## src/rtl/busfault_pkg.sv

```systemverilog
package busfault_pkg;
  localparam int ID_W      = 4;
  localparam int NUM_IDS   = 1 << ID_W;
  localparam int WORD_W    = 32;
  localparam int NUM_BUS   = 2;
  localparam int BUS_N     = 0;
  localparam int BUS_S     = 1;

  localparam int N_MST_LSB = 0;
  localparam int S_MST_LSB = N_MST_LSB + ID_W;
  localparam int N_SLV_LSB = S_MST_LSB + ID_W;
  localparam int S_SLV_LSB = N_SLV_LSB + ID_W;
  localparam int MEM_LSB   = S_SLV_LSB + ID_W;
  localparam int N_FLG_BIT = WORD_W - 2;
  localparam int S_FLG_BIT = WORD_W - 1;

  typedef logic [ID_W-1:0]    dev_id_t;
  typedef logic [NUM_IDS-1:0] id_set_t;

  localparam dev_id_t MISS_CODE = '1;

  function automatic logic id_in_set(id_set_t set, dev_id_t id);
    return set[id];
  endfunction

  function automatic int flag_bit(int bus);
    return (bus == BUS_N) ? N_FLG_BIT : S_FLG_BIT;
  endfunction

  function automatic logic [WORD_W-1:0] pack_status(
    logic flg_n, logic flg_s, dev_id_t mem,
    dev_id_t mst_n, dev_id_t mst_s, dev_id_t slv_n, dev_id_t slv_s);
    logic [WORD_W-1:0] w;
    w = '0;
    w[N_MST_LSB +: ID_W] = mst_n;
    w[S_MST_LSB +: ID_W] = mst_s;
    w[N_SLV_LSB +: ID_W] = slv_n;
    w[S_SLV_LSB +: ID_W] = slv_s;
    w[MEM_LSB   +: ID_W] = mem;
    w[N_FLG_BIT]         = flg_n;
    w[S_FLG_BIT]         = flg_s;
    return w;
  endfunction
endpackage

```

## src/rtl/busfault_lane.sv

```systemverilog
module busfault_lane
  import busfault_pkg::*;
#(
  parameter id_set_t MST_SET = '1,
  parameter id_set_t SLV_SET = '1
) (
  input  logic    clk,
  input  logic    rst_n,
  input  logic    xfer_vld,
  input  dev_id_t mst_id,
  input  dev_id_t slv_id,
  input  logic    err,
  input  logic    miss,
  input  logic    clr_req,
  output logic    flag_o,
  output dev_id_t mst_o,
  output dev_id_t slv_o,
  output logic    capture_o,
  output logic    frozen_o
);
  logic    flag_q, flag_d;
  dev_id_t mst_q, mst_d, slv_q, slv_d;
  logic    track_ok, cap_ok, capture, load;

  always_comb begin
    track_ok = ~flag_q;
    cap_ok   = ~flag_q | clr_req;
    capture  = err & cap_ok;
    load     = capture | (xfer_vld & track_ok);

    mst_d = mst_q;
    if (load && xfer_vld && id_in_set(MST_SET, mst_id))
      mst_d = mst_id;

    slv_d = slv_q;
    if (capture && miss)
      slv_d = MISS_CODE;
    else if (load && xfer_vld && id_in_set(SLV_SET, slv_id))
      slv_d = slv_id;

    flag_d = err | (flag_q & ~clr_req);
  end

  always_ff @(posedge clk or negedge rst_n) begin
    if (!rst_n) begin
      flag_q <= 1'b0;
      mst_q  <= '0;
      slv_q  <= '0;
    end else begin
      flag_q <= flag_d;
      mst_q  <= mst_d;
      slv_q  <= slv_d;
    end
  end

  assign flag_o    = flag_q;
  assign mst_o     = mst_q;
  assign slv_o     = slv_q;
  assign capture_o = capture;
  assign frozen_o  = flag_q & ~clr_req;
endmodule

```

## src/rtl/busfault_memport.sv

```systemverilog
module busfault_memport
  import busfault_pkg::*;
(
  input  logic    clk,
  input  logic    rst_n,
  input  logic    acc_vld,
  input  dev_id_t port_id,
  output dev_id_t port_o
);
  dev_id_t port_q;

  always_ff @(posedge clk or negedge rst_n) begin
    if (!rst_n)       port_q <= '0;
    else if (acc_vld) port_q <= port_id;
  end

  assign port_o = port_q;
endmodule

```

## src/rtl/busfault_regs.sv

```systemverilog
module busfault_regs
  import busfault_pkg::*;
(
  input  logic              wr_en,
  input  logic [NUM_BUS-1:0] wr_flag_bits,
  input  logic [NUM_BUS-1:0] flags,
  input  dev_id_t           mst [NUM_BUS],
  input  dev_id_t           slv [NUM_BUS],
  input  dev_id_t           mem_port,
  output logic [NUM_BUS-1:0] clr_req,
  output logic [WORD_W-1:0] rdata
);
  for (genvar b = 0; b < NUM_BUS; b++) begin : g_clr
    assign clr_req[b] = wr_en & wr_flag_bits[b];
  end

  assign rdata = pack_status(flags[BUS_N], flags[BUS_S], mem_port,
                             mst[BUS_N], mst[BUS_S], slv[BUS_N], slv[BUS_S]);
endmodule

```

## src/rtl/busfault_capture.sv

```systemverilog
module busfault_capture
  import busfault_pkg::*;
#(
  parameter id_set_t N_MST_SET = 16'h0007,
  parameter id_set_t N_SLV_SET = 16'h0018,
  parameter id_set_t S_MST_SET = 16'h001F,
  parameter id_set_t S_SLV_SET = 16'h003A
) (
  input  logic              clk,
  input  logic              rst_n,
  input  logic              n_xfer_vld,
  input  logic [ID_W-1:0]   n_mst_id,
  input  logic [ID_W-1:0]   n_slv_id,
  input  logic              n_err,
  input  logic              n_miss,
  input  logic              s_xfer_vld,
  input  logic [ID_W-1:0]   s_mst_id,
  input  logic [ID_W-1:0]   s_slv_id,
  input  logic              s_err,
  input  logic              s_miss,
  input  logic              mem_acc_vld,
  input  logic [ID_W-1:0]   mem_port_id,
  input  logic              reg_wr_en,
  input  logic [WORD_W-1:0] reg_wdata,
  output logic [WORD_W-1:0] reg_rdata
);
  logic [NUM_BUS-1:0] xfer_a, err_a, miss_a, clr_a, flag_a, cap_a, frz_a;
  logic [NUM_BUS-1:0] wr_flag_bits;
  dev_id_t            mid_a [NUM_BUS];
  dev_id_t            sid_a [NUM_BUS];
  dev_id_t            mst_a [NUM_BUS];
  dev_id_t            slv_a [NUM_BUS];
  dev_id_t            mem_port_q;

  assign xfer_a = {s_xfer_vld, n_xfer_vld};
  assign err_a  = {s_err, n_err};
  assign miss_a = {s_miss, n_miss};
  assign mid_a[BUS_N] = n_mst_id;
  assign mid_a[BUS_S] = s_mst_id;
  assign sid_a[BUS_N] = n_slv_id;
  assign sid_a[BUS_S] = s_slv_id;

  for (genvar b = 0; b < NUM_BUS; b++) begin : g_lane
    localparam id_set_t MSET = (b == BUS_N) ? N_MST_SET : S_MST_SET;
    localparam id_set_t SSET = (b == BUS_N) ? N_SLV_SET : S_SLV_SET;

    assign wr_flag_bits[b] = reg_wdata[flag_bit(b)];

    busfault_lane #(.MST_SET(MSET), .SLV_SET(SSET)) u_lane (
      .clk       (clk),
      .rst_n     (rst_n),
      .xfer_vld  (xfer_a[b]),
      .mst_id    (mid_a[b]),
      .slv_id    (sid_a[b]),
      .err       (err_a[b]),
      .miss      (miss_a[b]),
      .clr_req   (clr_a[b]),
      .flag_o    (flag_a[b]),
      .mst_o     (mst_a[b]),
      .slv_o     (slv_a[b]),
      .capture_o (cap_a[b]),
      .frozen_o  (frz_a[b])
    );
  end

  busfault_memport u_mem (
    .clk     (clk),
    .rst_n   (rst_n),
    .acc_vld (mem_acc_vld),
    .port_id (mem_port_id),
    .port_o  (mem_port_q)
  );

  busfault_regs u_regs (
    .wr_en        (reg_wr_en),
    .wr_flag_bits (wr_flag_bits),
    .flags        (flag_a),
    .mst          (mst_a),
    .slv          (slv_a),
    .mem_port     (mem_port_q),
    .clr_req      (clr_a),
    .rdata        (reg_rdata)
  );

  // Named internal events for the checker
  logic n_capture_evt, s_capture_evt, n_frozen, s_frozen;
  assign n_capture_evt = cap_a[BUS_N];
  assign s_capture_evt = cap_a[BUS_S];
  assign n_frozen      = frz_a[BUS_N];
  assign s_frozen      = frz_a[BUS_S];
endmodule

```

## config.mk

```make
export PLATFORM = sky130hd
export DESIGN_NAME = busfault_capture
export DESIGN_NICKNAME = d
export VERILOG_FILES = /design/src/rtl/busfault_pkg.sv /design/src/rtl/busfault_lane.sv /design/src/rtl/busfault_memport.sv /design/src/rtl/busfault_regs.sv /design/src/rtl/busfault_capture.sv
export SDC_FILE = /design/constraint.sdc
export NUM_CORES = 1
export LEC_CHECK = 0
export BUFFER_PORTS_ARGS = -buffer_cell sky130_fd_sc_hd__buf_2
export CORE_UTILIZATION = 37
export DETAILED_ROUTE_END_ITERATION = 8
export GPL_TIMING_DRIVEN = 0
export PLACE_DENSITY = 0.76
export SLEW_MARGIN = 20
export SYNTH_ARGS = -nofsm -noshare
export SYNTH_HDL_FRONTEND = slang
export SYNTH_HIERARCHICAL = 1
export SYNTH_SLANG_ARGS = --single-unit
```

## constraint.sdc

```tcl
create_clock -name clk -period 1.2 [get_ports clk]
set_input_delay 0 -clock clk [delete_from_list [all_inputs] [get_ports clk]]
set_output_delay 0 -clock clk [all_outputs]
set_load 0.05 [all_outputs]
```

==> results of run 1 <==
[path summary, 6_finish.rpt]
check / startpoint / to / slack, ps / depth (start not counted)
worst max-delay path: g_lane[0].u_lane/flag_o / g_lane[0].u_lane/slv_o[1] / -40 / 3
worst min-delay path: s_miss / g_lane[1].u_lane/slv_o[3] / 20 / 3
worst max register to register: g_lane[0].u_lane/flag_o / g_lane[0].u_lane/slv_o[1] / -40 / 3
worst min register to register: g_lane[0].u_lane/mst_o[0] / g_lane[0].u_lane/mst_o[0] / 500 / 1
max in group asynchronous: rst_n / u_mem/port_o[3] / 660 / 2
min in group asynchronous: rst_n / g_lane[0].u_lane/slv_o[0] / 200 / 2
[cell usage in the layout (no fill, tap or decap), drive strengths merged, types with 2 or more instances in the layout]
cell type / count
buf: 88
dfrtp: 22
dlygate4sd3: 13
conb: 10
nand2b: 8
inv: 8
o21ai: 6
nand2: 4
mux2: 4
clkbuf: 4
and2: 4
a21boi: 3
nor3: 3
a32oi: 3
o22a: 2
a31oi: 2
nor4: 2
a21oi: 2
a2bb2oi: 2
nor2b: 2
o31ai: 2
a41oi: 2
or3b: 2
or2: 2
nand3: 2
[critical path, delay by kind of cell (launching register included)]
family	cells	cell delay, ps
AO/OA/AOI/OAI	2	340
flip-flops	1	410
AND/OR/NAND/NOR	1	430
[metrics by stage]
step	hold slack (ps)	power, µW	instance area (µm²)	setup TNS [ps]
CTS	19.1	2300	1910	-142
floorplan	-296	1640	1380	-103
global placement	7.63	1840	1710	-217
global route	28.9	2430	1940	-471
detailed placement	5.05	1850	1710	-240
finish	23.8	2300	1940	-102
[layout make-up]
class                           instances  area [µm²]  area share
Sequential cell                        22         551       0.284
Tap cell                               46        57.6      0.0297
Multi-Input combinational cell         79         597       0.308
Buffer                                 32         240       0.124
Clock buffer                            4        36.3      0.0187
Inverter                                8        30.0      0.0155
Timing Repair Buffer                   69         424       0.219
[layer usage]
metal	GRT usage	part of all wire
met1	0.196	0.44
met2	0.261	0.50
met3	0.0239	0.047
met5	0	0
met4	0.0581	0.011
[state kept, by name, summed over array words and instances, names as in the netlist]
name and flops:
g_lane.u_lane/mst_o 8, g_lane.u_lane/slv_o 8, g_lane.u_lane/flag_o 2, u_mem/port_o 4
[repair_timing]
action,CTS,global route
buffers inserted,3,0
gates resized for setup,3,7
hold buffers,13,0
endpoints found under the setup margin,4,8
endpoints found under the hold margin,33,0
gates cloned,0,0
pin swaps,7,6
[power by group through the flow]
stage / Clock [µW] / Combinational, µW / Sequential (µW)
2_1_floorplan: 0 / 753 / 891
3_3_place_gp: 0 / 936 / 906
3_5_place_dp: 0 / 943 / 905
4_1_cts: 420 / 993 / 892
5_1_grt: 454 / 1070 / 907
6_report: 405 / 1000 / 892
==> run_results.csv, run 1 <==
group,metric,value,unit
sta,final-max-slew-violation-count,0,
cells_and_area,fin_util,0.567,
cells_and_area,layout_fillers,325,
worst_hold_path,timing.hold.worst.class,"input port to flop",
critical_path,cp-start-kind,"flop",
floorplanning,start_util,0.393,
placed_design,portBuffers,53,
cells_and_area,post_layout_nonfiller_instances,260,
clock_network,clock_latency_late_sink,300,ps
power_and_ir_drop,portion_of_total_power_attributed_to_sequential_cells,0.388,
sta,post-route-min-period,1240,ps
floorplanning,die_height,62.2,µm
cells_and_area,final_nets,277,
critical_path,slowest_stage,"sky130_fd_sc_hd__or4_4",
grt,grt.overflow.total,0,
clock_network,numCtsBuffers,3,
power_and_ir_drop,leakage,0.000959,µW
placed_design,dp.cells,240,
cells_and_area,diodes,0,
sta,rsz_0062_raised_after_global_routing,"true",
sta,final_setup_vio_count,4,
floorplanning,fp.dieArea,0.00387,mm²
sta,finClkSkew,7.04,ps
run_status,run_status,"complete, but fails checks",
cells_and_area,post_route_cells_drive_above_1_share,0.514,
power_and_ir_drop,switching_power_share_of_the_total,0.390,
critical_path,cp.arrival,1470,ps
synthesis,synthesized_area_per_cell,10.2,µm²
floorplanning,ios,94,
critical_path,end_kind,"flop",
cells_and_area,area_growth,44.3,%
power_and_ir_drop,pwr-share-comb,0.436,
floorplanning,die_w,62.2,µm
detailed_routing,via_density_per_instance,4.57,
power_and_ir_drop,pd_cells,1190,mW/mm²
detailed_routing,detail_route.iter0.violations,29,
power_and_ir_drop,intPower,1400,µW
floorplanning,placementRows,21,
grt,grt_max_degree,23,
grt,wire_length_of_the_first_global_routing_pass,4890,µm
power_and_ir_drop,power_switching,899,µW
clock_network,reg_clk_slew_reported_paths,130,ps
grt,number_of_global_route_vias_before_repair,1138,
synthesis,synth_area,0.00134,mm²
clock_network,clock_path_buffers,2,
floorplanning,core_area,0.00342,mm²
detailed_routing,detail_route.drc_violations,0,
grt,groute.usage.overall,0.154,
detailed_routing,drt-pass1-iter-count,4,
synthesis,synth_warnings,6,
placed_design,post-place-ws,-132,ps
critical_path,worst-path-max-fanout,5,
job,drv.max_cap_violation_count,0,
clock_network,clock-root-buffer,"sky130_fd_sc_hd__clkbuf_4",
critical_path,timing.critical_path.cells,"a21boi_4 > or4_4 > a32oi_2",
clock_network,clock_sink_count,22,
detailed_routing,totalWireLength,2800,µm
power_and_ir_drop,peakVddDrop,0.000580,V
detailed_routing,remaining_number_of_nets_flagged_by_the_antenna_check_after_routing,0,
sta,post-route-worst-setup-slack,-42.4,ps
critical_path,required,1430,ps
clock_network,h-tree-depth,1,
sta,clock.fmax,805,MHz
run_status,failed_checks,"setup timing",
power_and_ir_drop,power_frac_clock,0.176,
critical_path,timing_worst_setup_path_type,"flop to flop",
critical_path,critical-path-max-stage-delay,430,ps
placed_design,post-dp-hpwl,1910,µm
detailed_routing,routedWlPerCell,10.8,µm
synthesis,postSynthCellCount,132,
grt,antenna_found_initial,0,
detailed_routing,routed-via-count,1187,
sta,report.final.hold_viol_count,0,
sta,post-route-period-util,1.04,
clock_network,tritoncts,"done",
placed_design,final_wtd_congestion,0.715,
(Power assumes the default switching activity.)
==> run 2, diff against run 1 <==
--- a/config.mk
+++ b/config.mk
@@ -6,12 +6,13 @@
 export NUM_CORES = 1
 export LEC_CHECK = 0
 export BUFFER_PORTS_ARGS = -buffer_cell sky130_fd_sc_hd__buf_2
-export CORE_UTILIZATION = 37
+export CORE_UTILIZATION = 34
+export CTS_BUF_LIST = sky130_fd_sc_hd__clkbuf_16
 export DETAILED_ROUTE_END_ITERATION = 8
 export GPL_TIMING_DRIVEN = 0
-export PLACE_DENSITY = 0.76
+export PLACE_DENSITY = 0.75
+export SKIP_CTS_REPAIR_TIMING = 1
 export SLEW_MARGIN = 20
 export SYNTH_ARGS = -nofsm -noshare
 export SYNTH_HDL_FRONTEND = slang
-export SYNTH_HIERARCHICAL = 1
 export SYNTH_SLANG_ARGS = --single-unit
==> run_results.csv, run 2 <==
group,metric,value,unit
power_and_ir_drop,leakage,0.000863,µW
cells_and_area,area_growth,55.9,%
floorplanning,die_w,59.8,µm
detailed_routing,totalWireLength,2660,µm
synthesis,synth.ff_latch_count,22,
detailed_routing,remaining_number_of_nets_flagged_by_the_antenna_check_after_routing,0,
synthesis,ys_seq_area_frac,0.485,
job,drv.max_cap_violation_count,0,
sta,post-route-min-period,1360,ps
power_and_ir_drop,peakVddDrop,0.000839,V
clock_network,clock_path_buffers,2,
placed_design,post-dp-hpwl,1950,µm
power_and_ir_drop,pd_cells,1530,mW/mm²
sta,report.final.hold_viol_count,0,
clock_network,clock_sink_count,22,
cells_and_area,diodes,0,
cells_and_area,mostFrequentLayoutCells,"sky130_fd_sc_hd__buf_2, sky130_fd_sc_hd__dfrtp_1, sky130_fd_sc_hd__buf_4",
grt,antenna_found_initial,0,
synthesis,synth_largest_area_cell,"sky130_fd_sc_hd__dfrtp_1",
floorplanning,die_height,59.8,µm
floorplanning,placementRows,20,
critical_path,critical-path-max-stage-delay,410,ps
clock_network,numCtsBuffers,3,
detailed_routing,routedWlPerCell,11.9,µm
critical_path,timing.critical_path.cells,"a21bo_4 > and3_4 > or3_1 > o31a_1",
grt,number_of_global_route_vias_before_repair,903,
sta,fin_tns_setup,-962,ps
floorplanning,start_util,0.366,
floorplanning,core_area,0.00310,mm²
detailed_routing,drt-pass1-iter-count,4,
floorplanning,ios,94,
sta,final_setup_vio_count,12,
critical_path,required,1340,ps
synthesis,most_frequent_cell_after_synthesis,"sky130_fd_sc_hd__dfrtp_1",
synthesis,synthArstFlopShare,1.00,
critical_path,ff2ff_path_depth,4,
sta,finClkSkew,2.89,ps
cells_and_area,layout_fillers,288,
critical_path,timing_worst_setup_path_type,"flop to flop",
cells_and_area,post_route_cells_drive_above_1_share,0.559,
synthesis,synth_area,0.00114,mm²
cells_and_area,final_nets,242,
critical_path,end_kind,"flop",
critical_path,critPathBufInv,0,
clock_network,tritoncts,"done",
cells_and_area,most_common_cell_after_layout_fill_and_taps_aside,"sky130_fd_sc_hd__buf_2",
clock_network,clock_latency_late_sink,250,ps
sta,final-max-slew-violation-count,0,
critical_path,crit_path_cell_count,4,
sta,post-route-period-util,1.13,
grt,groute.usage.overall,0.143,
critical_path,cp-start-kind,"flop",
grt,grt_max_degree,23,
placed_design,portBuffers,53,
run_status,run_status,"complete, but fails checks",
detailed_routing,via_density_per_instance,4.67,
critical_path,critical_path.startpoint,"g_lane[0].u_lane.flag_o",
cells_and_area,post_layout_nonfiller_instances,223,
run_status,failed_checks,"setup timing",
floorplanning,fp.dieArea,0.00358,mm²
synthesis,synth.lib_cells_used.distinct,39,
clock_network,clock-root-buffer,"sky130_fd_sc_hd__clkbuf_16",
synthesis,synth_area_leaders,"sky130_fd_sc_hd__dfrtp_1, sky130_fd_sc_hd__buf_4, sky130_fd_sc_hd__mux2_2, sky130_fd_sc_hd__a21bo_2, sky130_fd_sc_hd__a21oi_1",
worst_hold_path,timing.hold.worst.class,"input port to flop",
synthesis,synthesized_area_per_cell,11.1,µm²
placed_design,dp.cells,208,
clock_network,h-tree-depth,1,
critical_path,worst_r2r_startpoint,"g_lane[0].u_lane.flag_o",
clock_network,reg_clk_slew_reported_paths,60,ps
sta,clock.fmax,736,MHz
sta,post-route-worst-setup-slack,-160,ps
sta,timing.max_slew.rel_slack,0.660,
placed_design,final_wtd_congestion,0.822,
sta,hold_slack,6.24,ps
synthesis,synth_warnings,0,
detailed_routing,detail_route.iter0.violations,26,
critical_path,timing.critical_path.max_delay_family,"simple AND/OR/NAND/NOR gates",
detailed_routing,detail_route.drc_violations,0,
synthesis,postSynthCellCount,102,
worst_hold_path,min-delay-start,"n_err",
critical_path,cp.arrival,1500,ps
synthesis,synth_common_cells,"sky130_fd_sc_hd__dfrtp_1, sky130_fd_sc_hd__buf_4, sky130_fd_sc_hd__nand2_1, sky130_fd_sc_hd__a21oi_1, sky130_fd_sc_hd__mux2_2",
sta,worst-slew-pin-transition,510,ps
grt,grt.overflow.total,0,
critical_path,worst-path-max-fanout,5,
critical_path,slowest_stage,"sky130_fd_sc_hd__dfrtp_1",
detailed_routing,routed-via-count,1041,
synthesis,top_reg_cell_synth,"sky130_fd_sc_hd__dfrtp_1",
synthesis,yosys.area.top_type_share,0.485,
worst_hold_path,hold_path_depth,2,
grt,wire_length_of_the_first_global_routing_pass,3870,µm
sta,rsz_0062_raised_after_global_routing,"true",
synthesis,synth_edf_count,0,
## run 2: worst paths after layout
| kind | slack [ps] | endpoint |
|---|---|---|
| worst max-delay path | -160 | g_lane[0].u_lane.slv_o[2] |
| worst max register to register | -160 | g_lane[0].u_lane.slv_o[2] |
| worst min-delay path | 6 | g_lane[0].u_lane.flag_o |
| worst min register to register | 490 | g_lane[1].u_lane.slv_o[0] |
| min in group asynchronous | 250 | g_lane[0].u_lane.slv_o[0] |
| max in group asynchronous | 580 | g_lane[1].u_lane.flag_o |
## run 2: cells by family (layout without fill, tap and decap cells)
| group | count (synthesis) | after routing | share of synthesized area |
|---|---|---|---|
| and+or+nand+nor | 32 | 32 | 0.172 |
| AOI/OAI and AO/OA | 29 | 29 | 0.215 |
| DFF | 22 | 22 | 0.485 |
| buffers and inverters | 14 | 82 | 0.0859 |
| muxes | 4 | 4 | 0.0396 |
| other | 1 | 10 | 0.00330 |
## run 2: metal layers
metal / vias to the layer above / track usage / routed length [µm]
met2: 45 / 0.262 / 1360
met4: 0 / 0.0399 / 8
met3: 2 / 0.0130 / 171
li1: 508 / - / -
met1: 486 / 0.177 / 1120
met5: - / 0 / 0
## run 2: worst register-to-register path, cell delays in order, from the launching register on
cell,delay (ps)
sky130_fd_sc_hd__dfrtp_1,410
sky130_fd_sc_hd__a21bo_4,250
sky130_fd_sc_hd__and3_4,160
sky130_fd_sc_hd__or3_1,310
sky130_fd_sc_hd__o31a_1,110
## run 2: cell type report
type / instances / area, µm² / area share
well taps: 44 / 55.1 / 0.0311
inverters: 2 / 7.51 / 0.00424
clock inverters: 1 / 30.0 / 0.0169
clock buffers: 3 / 75.1 / 0.0424
flip-flops and latches: 22 / 553 / 0.312
multi-input cells: 75 / 594 / 0.335
repair buffers: 64 / 367 / 0.207
plain buffers: 12 / 90.1 / 0.0508
## run 2: power breakdown
part	internal (µW)	leakage, µW	switching, µW	total, µW
logic	281	0.000556	603	884
clock network	661	0.0000511	253	914
registers	841	0.000256	65.7	906
## run 2: through the flow
stage                     setup slack [ps]  utilization  total power [µW]  cell area [µm²]
after floorplan                      -69.2            -              1500             1180
after global placement                -126        0.482              1710             1500
after detailed placement              -162        0.482              1730             1500
after CTS                             -173        0.516              2660             1600
after global routing                  -208        0.571              2820             1770
final                                 -160        0.571              2710             1770
